===== src/rtl/tri_add_pkg.sv =====
package tri_add_pkg;
  // Where an execute-stage operand is taken from
  typedef enum logic [1:0] {
    SEL_REG = 2'd0,
    SEL_WB  = 2'd1,
    SEL_WBA = 2'd2
  } opsrc_e;
endpackage


===== src/rtl/tap_regfile.sv =====
// Three read ports, one write port, write-to-read bypass on every read port.
module tap_regfile #(
  parameter int DW = 16,
  parameter int AW = 3,
  parameter int NR = 3
) (
  input  logic                   clk,
  input  logic                   rst,
  input  logic                   we,
  input  logic [AW-1:0]          wa,
  input  logic [DW-1:0]          wd,
  input  logic [NR-1:0][AW-1:0]  ra,
  output logic [NR-1:0][DW-1:0]  rdata
);
  localparam int DEPTH = 1 << AW;

  logic [DW-1:0] mem [DEPTH];

  always_ff @(posedge clk) begin
    if (rst) begin
      for (int i = 0; i < DEPTH; i++) mem[i] <= DW'(i);
    end else if (we) begin
      mem[wa] <= wd;
    end
  end

  for (genvar p = 0; p < NR; p++) begin : g_rd
    always_comb begin
      if (we && (wa == ra[p])) rdata[p] = wd;
      else                     rdata[p] = mem[ra[p]];
    end
  end
endmodule


===== src/rtl/tap_opsel.sv =====
// First-execute operand selection for one adder input: three comparisons.
module tap_opsel
  import tri_add_pkg::*;
#(
  parameter int DW = 16,
  parameter int AW = 3
) (
  input  logic [AW-1:0] src,
  input  logic [DW-1:0] reg_val,
  input  logic          ex2_v,
  input  logic [AW-1:0] ex2_rd,
  input  logic          wb_v,
  input  logic [AW-1:0] wb_rd,
  input  logic [DW-1:0] wb_d,
  input  logic          wba_v,
  input  logic [AW-1:0] wba_rd,
  input  logic [DW-1:0] wba_d,
  output logic          ex2_hit,
  output logic [DW-1:0] opnd
);
  opsrc_e sel;

  assign ex2_hit = ex2_v && (src == ex2_rd);

  always_comb begin
    if (wb_v && (src == wb_rd))        sel = SEL_WB;
    else if (wba_v && (src == wba_rd)) sel = SEL_WBA;
    else                               sel = SEL_REG;
  end

  always_comb begin
    unique case (sel)
      SEL_WB:  opnd = wb_d;
      SEL_WBA: opnd = wba_d;
      default: opnd = reg_val;
    endcase
  end
endmodule


===== src/rtl/tri_add_pipe.sv =====
module tri_add_pipe #(
  parameter int DW  = 16,
  parameter int AW  = 3,
  parameter int PCW = 6
) (
  input  logic            clk,
  input  logic            rst,
  output logic [PCW-1:0]  pc_o,
  input  logic [4*AW:0]   instr_i,
  output logic            stall_o,
  output logic            wb_we_o,
  output logic [AW-1:0]   wb_rd_o,
  output logic [DW-1:0]   wb_data_o
);
  localparam int VB = 4 * AW;   // valid flag position
  localparam int NS = 3;        // source operands

  // fetch
  logic [PCW-1:0] pc_q;
  // decode
  logic                   id_v;
  logic [AW-1:0]          id_rd;
  logic [NS-1:0][AW-1:0]  id_src;
  logic [NS-1:0][DW-1:0]  id_val;
  logic                   id_zm_ex1, id_zm_ex2;
  // first execute
  logic                   ex1_v;
  logic [AW-1:0]          ex1_rd;
  logic [1:0][AW-1:0]     ex1_src;
  logic [NS-1:0][DW-1:0]  ex1_val;
  logic                   ex1_zm2, ex1_zwb;
  logic [1:0][DW-1:0]     ex1_op;
  logic [1:0]             ex1_hit;
  logic [DW-1:0]          z1_val;
  logic                   stall;
  // second execute
  logic                   ex2_v, ex2_zfwd;
  logic [AW-1:0]          ex2_rd;
  logic [DW-1:0]          ex2_sum, ex2_z, ex2_res;
  // write-back and write-back-after
  logic                   wb_v, wba_v;
  logic [AW-1:0]          wb_rd, wba_rd;
  logic [DW-1:0]          wb_d, wba_d;

  // ---------------- fetch ----------------
  always_ff @(posedge clk) begin
    if (rst)         pc_q <= '0;
    else if (!stall) pc_q <= pc_q + 1'b1;
  end

  always_ff @(posedge clk) begin
    if (rst) begin
      id_v   <= 1'b0;
      id_rd  <= '0;
      id_src <= '0;
    end else if (!stall) begin
      id_v      <= instr_i[VB];
      id_rd     <= instr_i[VB-1 -: AW];
      id_src[0] <= instr_i[3*AW-1 -: AW];
      id_src[1] <= instr_i[2*AW-1 -: AW];
      id_src[2] <= instr_i[AW-1 -: AW];
    end
  end

  // ---------------- decode ----------------
  tap_regfile #(.DW(DW), .AW(AW), .NR(NS)) u_rf (
    .clk(clk), .rst(rst),
    .we(wb_v), .wa(wb_rd), .wd(wb_d),
    .ra(id_src), .rdata(id_val)
  );

  // Z comparisons made early; meaning fixed by where the producer lands
  assign id_zm_ex1 = id_v && ex1_v && (id_src[2] == ex1_rd);
  assign id_zm_ex2 = id_v && ex2_v && (id_src[2] == ex2_rd);

  always_ff @(posedge clk) begin
    if (rst) begin
      ex1_v   <= 1'b0;
      ex1_rd  <= '0;
      ex1_src <= '0;
      ex1_val <= '0;
      ex1_zm2 <= 1'b0;
      ex1_zwb <= 1'b0;
    end else if (!stall) begin
      ex1_v      <= id_v;
      ex1_rd     <= id_rd;
      ex1_src[0] <= id_src[0];
      ex1_src[1] <= id_src[1];
      ex1_val    <= id_val;
      ex1_zm2    <= id_zm_ex1;
      ex1_zwb    <= id_zm_ex2;
    end else begin
      // held: refresh Z and age its flags by one stage
      ex1_val[2] <= z1_val;
      ex1_zwb    <= ex1_zm2;
      ex1_zm2    <= 1'b0;
    end
  end

  // ---------------- first execute ----------------
  for (genvar k = 0; k < 2; k++) begin : g_xy
    tap_opsel #(.DW(DW), .AW(AW)) u_sel (
      .src(ex1_src[k]), .reg_val(ex1_val[k]),
      .ex2_v(ex2_v), .ex2_rd(ex2_rd),
      .wb_v(wb_v), .wb_rd(wb_rd), .wb_d(wb_d),
      .wba_v(wba_v), .wba_rd(wba_rd), .wba_d(wba_d),
      .ex2_hit(ex1_hit[k]), .opnd(ex1_op[k])
    );
  end

  assign stall  = ex1_v && (|ex1_hit);
  assign z1_val = ex1_zwb ? wb_d : ex1_val[2];

  always_ff @(posedge clk) begin
    if (rst) begin
      ex2_v    <= 1'b0;
      ex2_rd   <= '0;
      ex2_sum  <= '0;
      ex2_z    <= '0;
      ex2_zfwd <= 1'b0;
    end else begin
      ex2_v    <= ex1_v && !stall;
      ex2_rd   <= ex1_rd;
      ex2_sum  <= ex1_op[0] + ex1_op[1];
      ex2_z    <= z1_val;
      ex2_zfwd <= ex1_zm2 && !stall;
    end
  end

  // ---------------- second execute ----------------
  assign ex2_res = ex2_sum + (ex2_zfwd ? wb_d : ex2_z);

  always_ff @(posedge clk) begin
    if (rst) begin
      wb_v  <= 1'b0;
      wb_rd <= '0;
      wb_d  <= '0;
      wba_v <= 1'b0;
      wba_rd <= '0;
      wba_d <= '0;
    end else begin
      wb_v   <= ex2_v;
      wb_rd  <= ex2_rd;
      wb_d   <= ex2_res;
      wba_v  <= wb_v;
      wba_rd <= wb_rd;
      wba_d  <= wb_d;
    end
  end

  assign pc_o      = pc_q;
  assign stall_o   = stall;
  assign wb_we_o   = wb_v;
  assign wb_rd_o   = wb_rd;
  assign wb_data_o = wb_d;
endmodule


===== config.mk =====
export PLATFORM = sky130hd
export DESIGN_NAME = tri_add_pipe
export DESIGN_NICKNAME = d
export VERILOG_FILES = /design/src/rtl/tri_add_pkg.sv /design/src/rtl/tap_regfile.sv /design/src/rtl/tap_opsel.sv /design/src/rtl/tri_add_pipe.sv
export SDC_FILE = /design/constraint.sdc
export NUM_CORES = 1
export LEC_CHECK = 0
export BUFFER_PORTS_ARGS = -buffer_cell sky130_fd_sc_hd__buf_4
export CAP_MARGIN = 20
export CORE_MARGIN = 2
export CORE_UTILIZATION = 54
export DETAILED_ROUTE_END_ITERATION = 10
export GPL_ROUTABILITY_DRIVEN = 1
export PLACE_DENSITY = 0.78
export SLEW_MARGIN = 5
export SYNTH_ARGS = -nofsm -noshare
export SYNTH_HDL_FRONTEND = slang
export SYNTH_SLANG_ARGS = --single-unit
export TNS_END_PERCENT = 10

===== constraint.sdc =====
create_clock -name clk -period 3.2 [get_ports clk]
set_clock_uncertainty 0.05 [all_clocks]
set_input_delay 0.48 -clock clk [delete_from_list [all_inputs] [get_ports clk]]
set_output_delay 0.48 -clock clk [all_outputs]
set_load 0.01 [all_outputs]

# Word level (Yosys, flattened, before mapping)
# Memories as Yosys holds them, arrays and structs flattened. A register that Yosys moved wholly into a read port is not among the register bits.
# Cells that the tools add are included.
[classes]
n_reduce_logical = 20
multipliers = 0
mux = 21
add_sub_neg = 3
div = 0
bitwise_logic = 0
n_eq_ne = 13
shift = 0
magnitude_cmp = 0
[ops]
columns = ["cell", "count"]
rows = [
  ["$mux W16", 5],
  ["$pmux W16 S2", 2],
  ["$add A16 B16 Y16", 2],
  ["$eq A3 B3 Y1", 9],
  ["$reduce_or A16 Y1", 1],
  ["$logic_and A1 B1 Y1", 14],
  ["$mux W3", 3],
  ["$mux W2", 4],
  ["$mux W1", 7],
  ["$add A6 B1 Y6 const B", 1],
  ["$eq A2 B1 Y1 const B", 2],
  ["$eq A2 B2 Y1 const B", 2],
  ["$reduce_or A2 Y1", 2],
  ["$logic_not A1 Y1", 3],
]
[word_totals]
output_inout_bits = 27
input_bits = 15
latchBits = 0
n_memories = 1
rom_bits = 0
regBits = 124
mem_bits_rw = 128
[memory_table]
columns = ["memory", "words", "word_bits", "read_ports", "rd_clocked_by_memory_dff", "wr", "line", "rtl"]
rows = [
  ["u_rf.mem", 8, 16, 3, 3, 8, "tap_regfile.sv:17", "logic [DW-1:0] mem [DEPTH];"],
]

# Depth between registers and ports, before layout
# Gate-level depths: netlist of run 1.
[logic_depth]
ltp_word = 7
mapped_depth = 16
mapped_depth_nobuf = 14

# By module
# Synthesis of run 1 repeated with hierarchy kept, for this count alone.
[unflattened]
hier_cells = 1379
area_unflattened_um2 = 16404.5
[modules_own_cells]
columns = ["module", "cells_each", "area_each_um2", "n_inst", "seq_area_each_um2"]
rows = [
  ["tap_regfile", 542, 8937.3, 1, 3843.7],
  ["tri_add_pipe", 707, 6588.8, 1, 3123.0],
  ["tap_opsel", 65, 439.2, 2, 0.0],
]

# Worst setup path before layout of run 1
# OpenSTA, ideal clock, no wires.
[synth_timing]
path_kind = "flip-flop to flip-flop"
from = "reg ex1_src[3] (netlist bit)"
to = "reg ex2_sum[12]"
slack_ns = -0.294
arrival_ns = 3.323
synth_period_minus_slack_ns = 3.494
path_buffers = 1
setup_ns = 0.121
path_stages_with_launch = 16
cell_sequence = "dfxtp_1 xnor2_1 nand4_2 buf_1 mux2i_1 a21oi_1 ha_1 inv_1 fa_1 nor2b_1 o21a_1 o21ai_0 a21oi_1 o31a_1 o41ai_1 mux2_2"
[synth_via]
elab_chain_len = 7
word_cells_on_any_way = 10
cone_classes = "add/sub (1); eq/ne (4); mux (3); reduce/logical (2)"
[synth_lines]
columns = ["item", "line", "rtl"]
rows = [
  ["from (decl)", "tri_add_pipe.sv:29", "logic [1:0][AW-1:0] ex1_src;"],
  ["$eq A3 B3 Y1", "tap_opsel.sv:27", "else if (wba_v && (src == wba_rd)) sel = SEL_WBA;"],
  ["$logic_and A1 B1 Y1", "tap_opsel.sv:27", ""],
  ["$mux W2", "tap_opsel.sv:27", ""],
  ["$mux W2 (*)", "tap_opsel.sv:26", "if (wb_v && (src == wb_rd)) sel = SEL_WB;"],
  ["$eq A2 B2 Y1 or $eq A2 B1 Y1 (tied branches)", "tap_opsel.sv:32", "unique case (sel)"],
  ["$pmux W16 S2 (*)", "tap_opsel.sv:32", ""],
  ["$add A16 B16 Y16 (*)", "tri_add_pipe.sv:124", "ex2_sum <= ex1_op[0] + ex1_op[1];"],
  ["to (signal assigned)", "tri_add_pipe.sv:124", ""],
  ["to (decl)", "tri_add_pipe.sv:39", "logic [DW-1:0] ex2_sum, ex2_z, ex2_res;"],
]
# Mark *: on every way between the ends. The rest lies on a longest branch, timed or not.
# A chain may end at the register's enable or synchronous reset.

# Worst setup path after layout of run 1
# Same ends and word-level chain as after synthesis.

==> flow_metrics.tcl, run 1 <==
set metrics [dict create \
    max_freq_ghz 0.2977 \
    synth_cells 1433 \
    rsz0062_at_grt "true" \
    synthArstFlopShare_pct 0 \
    cts_made_buffers 31 \
    powerDensity_nw_per_um2 517.2 \
    yosys_warnings 0 \
    drv_slew 0 \
    syn_area_sq_um 15530 \
    finalHoldViolCount 0 \
    maxCapViolCount 0 \
    drc 0 \
    yosysSeqAreaShare_pct 45.25 \
    crit_path_end_kind "flop" \
    die_x_um 173.6 \
    tns_ps -296.3 \
    cts_buffer_depth 3 \
    final_common_cell "nand2_1" \
    cp-start-kind "flop" \
    cts.sinks 287 \
    track_usage_pct 27.13 \
    grt_overflow_total 0 \
    viasPerCell 6.177 \
    core_region_area_sq_um 28470 \
    n_antenna_cell 0 \
    status "complete, but fails checks" \
    num_io_pins 42 \
    first_global_vias 11839 \
    ant_nets 0 \
    die_area_sq_um 30130 \
    setup-violations-final 3 \
    max_slew_margin_pct 27.48 \
    intPower_uw 6839 \
    finalWirelength_um 41130 \
    hold_path_class "in2reg" \
    first_pass_iters 5 \
    clockRootBuffer "clkbuf_16" \
    violations "negative setup slack" \
    timing.final.crit_share_pct 105.0 \
    post-route-util_pct 62.50 \
    switching_share_pct 25.68 \
    ir_worst_vdd_mv 0.4418 \
    start_util_pct 54.54 \
    clock_latency_ps 560 \
    power_frac_seq_pct 45.6 \
    die_y_um 173.6 \
    gp_congestion 0.8839 \
    post-route-min-period_ps 3359 \
    path_class "reg2reg" \
    h-tree-depth 1 \
    crit_required_ps 3600 \
    synth_ff_type "dfxtp_1" \
    leakage_uw 0.007020 \
    final_cell_mix "148 x nand2_1, 145 x dfxtp_1, 128 x edfxtp_1" \
    worstPathMaxFanout 4 \
    tritoncts "built" \
    clockPowerShare_pct 40.0 \
    pwr-share-comb_pct 14.4 \
    grt_max_degree 144 \
    area_growth_pct 14.59 \
    antenna_found_initial 0 \
    post_synth.cell_area_avg_sq_um 10.84 \
    p_sw_uw 2363 \
    portBuffers 41 \
    drt_iter0_markers 1295 \
    worst_slew_pin_slew_ps 1086 \
    routedWlPerCell_um 21.81 \
    synth.distinct_cells 56 \
    rr_worst_depth 15 \
    grt_pass1_wl_um 63950 \
    cts.clk_slew.worst_paths_ps 60 \
    synthesis.nets 1481 \
    dp_hpwl_um 26580 \
    drive_gt1_share_pct 22.17 \
    setup_slack_ps -159.1 \
    fin_nets 1526 \
    rows 62 \
    vias 11650 \
    holdPathStages 2 \
    arrival_ps 3760 \
    ys_ff_latch 287 \
    synth_edf_count 128 \
]
[synth_stat cells, types with 31 or more instances]
cell type | count | area (sq um)
nor2_1 | 109 | 409.1
xnor2_1 | 32 | 280.3
dfxtp_1 | 159 | 3183
and2_1 | 118 | 738.2
mux2i_1 | 99 | 991.0
a21oi_1 | 123 | 615.6
o211ai_1 | 33 | 247.7
mux4_2 | 96 | 2162
edfxtp_1 | 128 | 3844
ha_1 | 31 | 387.9
o21ai_0 | 35 | 175.2
nand2_1 | 148 | 555.5
nor2b_1 | 37 | 231.5
clkbuf_1 | 89 | 334.1
[what timing repair did]
action / CTS / global route
setup buffers: 2 / 4
gates resized for setup: 5 / 36
hold buffers: 0 / 0
endpoints found under the setup margin: 3 / 8
pin swaps: 2 / 12
[power by group through the flow]
stage / Sequential, uW / Combinational, uW / Clock [uW]
floorplan: 4230 / 868 / 0
global placement: 4250 / 1260 / 0
detailed placement: 4260 / 1290 / 0
CTS: 4190 / 1310 / 3700
global route: 4220 / 1440 / 3850
finish: 4190 / 1330 / 3680
[through the flow]
stage	setup slack [ps]	instance area [sq um]	std cells	hold slack, ps	power (uW)
floorplan	-6.020	15560	1433	381.6	5102
global placement	67.97	16520	1823	390.6	5514
finish	-159.1	17790	1886	118.9	9203
CTS	-1.596	17630	1882	96.46	9200
detailed placement	-65.61	16520	1823	397.3	5557
global route	-312.4	17790	1886	116.3	9504
[routing by layer]
metal	share of wire (%)	routed length (um)	global-route usage, %	up-vias
li1	-	-	-	5270
met1	38	15750	33.66	5687
met2	49	20190	46.65	555
met3	7.8	3200	4.474	138
met4	4.8	1985	12.57	0
met5	0	0	0	-
[critical path, cell delays in order (launching register included)]
cell and delay, ps:
dfxtp_2 350, xnor2_2 240, nand4_4 180, buf_6 160, mux2i_1 170, a21oi_1 110
ha_2 200, inv_2 50, fa_2 190, nor2b_2 50, o21a_1 190, o21ai_2 170
a21oi_2 80, o31a_1 350, o41ai_2 350, mux2_2 360
[state kept, by name, summed over array words and instances, names as in the netlist, 3 cells and up, named ones only]
| register | count |
|---|---|
| id_src | 9 |
| pc_o | 6 |
| id_rd | 3 |
| ex1_val | 48 |
| wb_data_o | 16 |
| u_rf.mem | 128 |
| ex2_sum | 16 |
| ex2_rd | 3 |
| wba_rd | 3 |
| ex2_z | 16 |
| ex1_src | 6 |
| wb_rd_o | 3 |
| wba_d | 16 |
| ex1_rd | 3 |
[cell families after synthesis]
| logic type | Yosys count | share of synthesized area, % |
|---|---|---|
| flip-flops | 287 | 45.25 |
| AND/OR/NAND/NOR | 493 | 15.67 |
| adder cells (fa/ha/maj) | 33 | 2.756 |
| multiplexers | 211 | 21.47 |
| AO/OA/AOI/OAI | 230 | 8.767 |
| XOR/XNOR | 51 | 2.877 |
| buffers and inverters | 128 | 3.207 |
[cell type report]
type	count	area, sq um
clock buffer	50	1002
fill	2215	10680
inverter	16	60.06
sequential	287	7049
timing repair buffer	124	983.4
tap	384	480.5
clock inverter	7	63.81
multi-input combinational	1018	8154
[path summary, 6_finish.rpt]
kind / start / end / slack, ps
worst max register to register: ex1_src[3]$_SDFFE_PP0N_ / ex2_sum[12]$_SDFF_PP0_ / -160
worst min register to register: id_rd[2]$_SDFFE_PP0N_ / id_rd[2]$_SDFFE_PP0N_ / 410
worst min-delay path: rst / wba_rd[0]$_SDFF_PP0_ / 120
worst max-delay path: ex1_src[3]$_SDFFE_PP0N_ / ex2_sum[12]$_SDFF_PP0_ / -160
(Power assumes the default switching activity.)
==> inputs of run 2 (changes only) <==
- SYNTH_HIERARCHICAL: unset -> 1
==> flow_metrics.tcl, run 2 <==
set metrics [dict create \
    status "finished clean" \
    core_region_area_sq_um 29800 \
    synthArstFlopShare_pct 0 \
    r2r-start "ex1_src[2]$_SDFFE_PP0N_" \
    synth_top_area_cell "edfxtp_1" \
    regArea_sq_um 6975 \
    ir_worst_vdd_mv 0.4156 \
    cts.clk_slew.worst_paths_ps 60 \
    power_frac_seq_pct 46.4 \
    routedWlPerCell_um 22.43 \
    drt_iter0_markers 1241 \
    maxCapViolCount 0 \
    tritoncts "built" \
    clockPowerShare_pct 38.9 \
    place_ws_ps 44.18 \
    num-fill-cells 2231 \
    ys_top_cells_by_area "edfxtp_1 23%, dfxtp_1 19%, mux4_1 12%, mux2_2 5.2%, and2_1 4.5%" \
    ys_ff_latch 284 \
    grt_pass1_wl_um 62840 \
    intPower_uw 6709 \
    hold_start "instr_i[0]" \
    powerDensity_nw_per_um2 497.8 \
    switching_share_pct 25.78 \
    num_io_pins 42 \
    grt_overflow_total 0 \
    track_usage_pct 25.54 \
    synth_edf_count 128 \
    syn_area_sq_um 16400 \
    area_growth_pct 10.69 \
    rows 63 \
    finalHoldViolCount 0 \
    die_y_um 178.3 \
    final_cell_mix "149 x dfxtp_1, 128 x edfxtp_1, 122 x nand2_1" \
    first_global_vias 11131 \
    holdPathEnd "id_src[6]$_SDFFE_PP0N_" \
    cts.sinks 284 \
    viasPerCell 6.247 \
    met1Wirelength_um 17290 \
    finalWirelength_um 40600 \
    rsz0062_at_grt "true" \
    die_x_um 178.3 \
    leakage_uw 0.007485 \
    setup-violations-final 0 \
    pwr-share-comb_pct 14.8 \
    holdPathStages 3 \
    clock_latency_ps 570 \
    post_synth.cell_area_avg_sq_um 11.90 \
    drive_gt1_share_pct 23.31 \
    start_util_pct 55.06 \
    worstPathMaxFanout 14 \
    largest_register_ffs 128 \
    largestRegisters "u_rf/mem x128, ex1_val x48" \
    hold_path_class "in2reg" \
    setup_slack_ps 108.2 \
    path_class "reg2reg" \
    crit_path_end_kind "flop" \
    post-route-util_pct 60.94 \
    p_sw_uw 2330 \
    synth_cells 1379 \
    clockRootBuffer "clkbuf_16" \
    synthTopCellsByCount "156 x dfxtp_1, 128 x edfxtp_1, 122 x nand2_1" \
    multi_input_area_sq_um 8841 \
    h-tree-depth 1 \
    fin_nets 1444 \
    drc 0 \
    reg2reg_to "ex2_sum[14]$_SDFF_PP0_" \
    drv_slew 0 \
    max_slew_margin_pct 44.16 \
    crit_required_ps 3590 \
    regMostFlops "u_rf/mem" \
    yosys_warnings 6 \
    wl_met2_um 19000 \
    first_pass_iters 5 \
    vias 11307 \
    synth_ff_type "dfxtp_1" \
    antenna_found_initial 0 \
    cts_buffer_depth 3 \
    ff2ff_setup_slack_ps 110 \
    synthesis.nets 1427 \
    dp_cells 1752 \
    die_area_sq_um 31790 \
    yosysSeqAreaShare_pct 42.47 \
    wl_met3_um 3058 \
    rr_worst_depth 13 \
    final_common_cell "dfxtp_1" \
    holdBufCountCts 0 \
    hold_slack_ps 107.0 \
    grt_max_degree 145 \
    post-route-min-period_ps 3092 \
    ant_nets 0 \
    gp_congestion 0.9011 \
    final_cells 1810 \
    arrival_ps 3480 \
    synth.most_common_cell "dfxtp_1" \
    cts_made_buffers 30 \
    synth.distinct_cells 73 \
    dp_hpwl_um 26440 \
    max_freq_ghz 0.3234 \
    worst_slew_pin_slew_ps 835.6 \
    portBuffers 41 \
    timing.final.crit_share_pct 96.62 \
    cp-start-kind "flop" \
    synth_top_area_share_pct 23.43 \
    highest_layer "met4" \
    n_antenna_cell 0 \
]
-- run 2: cell count changes in the layout (fill, tap and decap cells not counted), moves of 28 or more --
cell and change:
mux4_1 +72, mux4_2 -72, mux2_4 +38, buf_4 -33, mux2_2 +61, o211ai_1 -28
mux2i_1 -49
-- run 2: cell families (layout without fill, tap and decap cells) --
logic type               Yosys count  count (layout)  share of synthesized area, %
XOR/XNOR                          53              53                         2.830
flip-flops                       284             284                         42.47
multiplexers                     261             261                         26.66
buffers and inverters            119             160                         4.149
AND/OR/NAND/NOR                  447             447                         14.10
adder cells (fa/ha/maj)           33              33                         2.608
AO/OA/AOI/OAI                    182             182                         7.177
-- run 2: timing repair --
action | 4_1_cts | 5_1_grt
setup endpoints to repair | 0 | 3
buffers inserted | 0 | 2
gates resized for setup | 0 | 15
-- run 2: final cells by class --
type | count | area share (%)
timing repair buffer | 93 | 4.396
inverter | 11 | 0.2274
clock inverter | 16 | 0.7924
multi-input combinational | 976 | 48.69
sequential | 284 | 38.41
clock buffer | 40 | 4.796
tap | 390 | 2.687
-- run 2: critical path, cell delays in order, from the launching register on --
cell	delay (ps)
dfxtp_1	340
xnor2_1	270
nand4_4	140
buf_4	170
buf_12	150
mux2i_1	150
a21oi_1	90
ha_1	320
buf_4	160
nand4_1	180
o21ba_2	200
o31ai_4	80
a311oi_2	280
mux2_2	370
-- run 2: stage by stage --
step / total power, uW / TNS (ps) / area [sq um]
after floorplan: 5162 / 0 / 16400
after global placement: 5511 / 0 / 17060
after detailed placement: 5551 / 0 / 17060
after CTS: 9038 / 0 / 18070
after global routing: 9343 / -27.40 / 18160
final: 9039 / 0 / 18160
-- run 2: routing by layer --
metal | track usage, % | vias to the layer above
li1 | - | 5134
met5 | 0 | -
met3 | 3.282 | 100
met4 | 9.011 | 0
met1 | 35.44 | 5565
met2 | 41.46 | 508
-- run 2: worst max-delay path by stage --
stage / slack, ps / from / cells after the start / endpoint
finish: 110 / ex1_src[2]$_SDFFE_PP0N_ / 13 / ex2_sum[14]$_SDFF_PP0_
global route: -20 / ex1_src[2]$_SDFFE_PP0N_ / 13 / ex2_sum[14]$_SDFF_PP0_
CTS: 20 / ex1_src[0]$_SDFFE_PP0N_ / 12 / ex2_sum[14]$_SDFF_PP0_
detailed placement: 40 / ex1_src[0]$_SDFFE_PP0N_ / 12 / ex2_sum[14]$_SDFF_PP0_
global placement: 120 / ex1_src[5]$_SDFFE_PP0N_ / 11 / ex2_sum[14]$_SDFF_PP0_
floorplan: 70 / wb_rd_o[2]$_SDFF_PP0_ / 12 / ex2_sum[14]$_SDFF_PP0_
-- run 2: power groups by stage --
stage / logic (uW) / registers, uW / clock network [uW]
floorplan: 977 / 4180 / 0
global placement: 1270 / 4240 / 0
detailed placement: 1290 / 4260 / 0
CTS: 1310 / 4190 / 3540
global route: 1430 / 4220 / 3700
finish: 1330 / 4190 / 3510
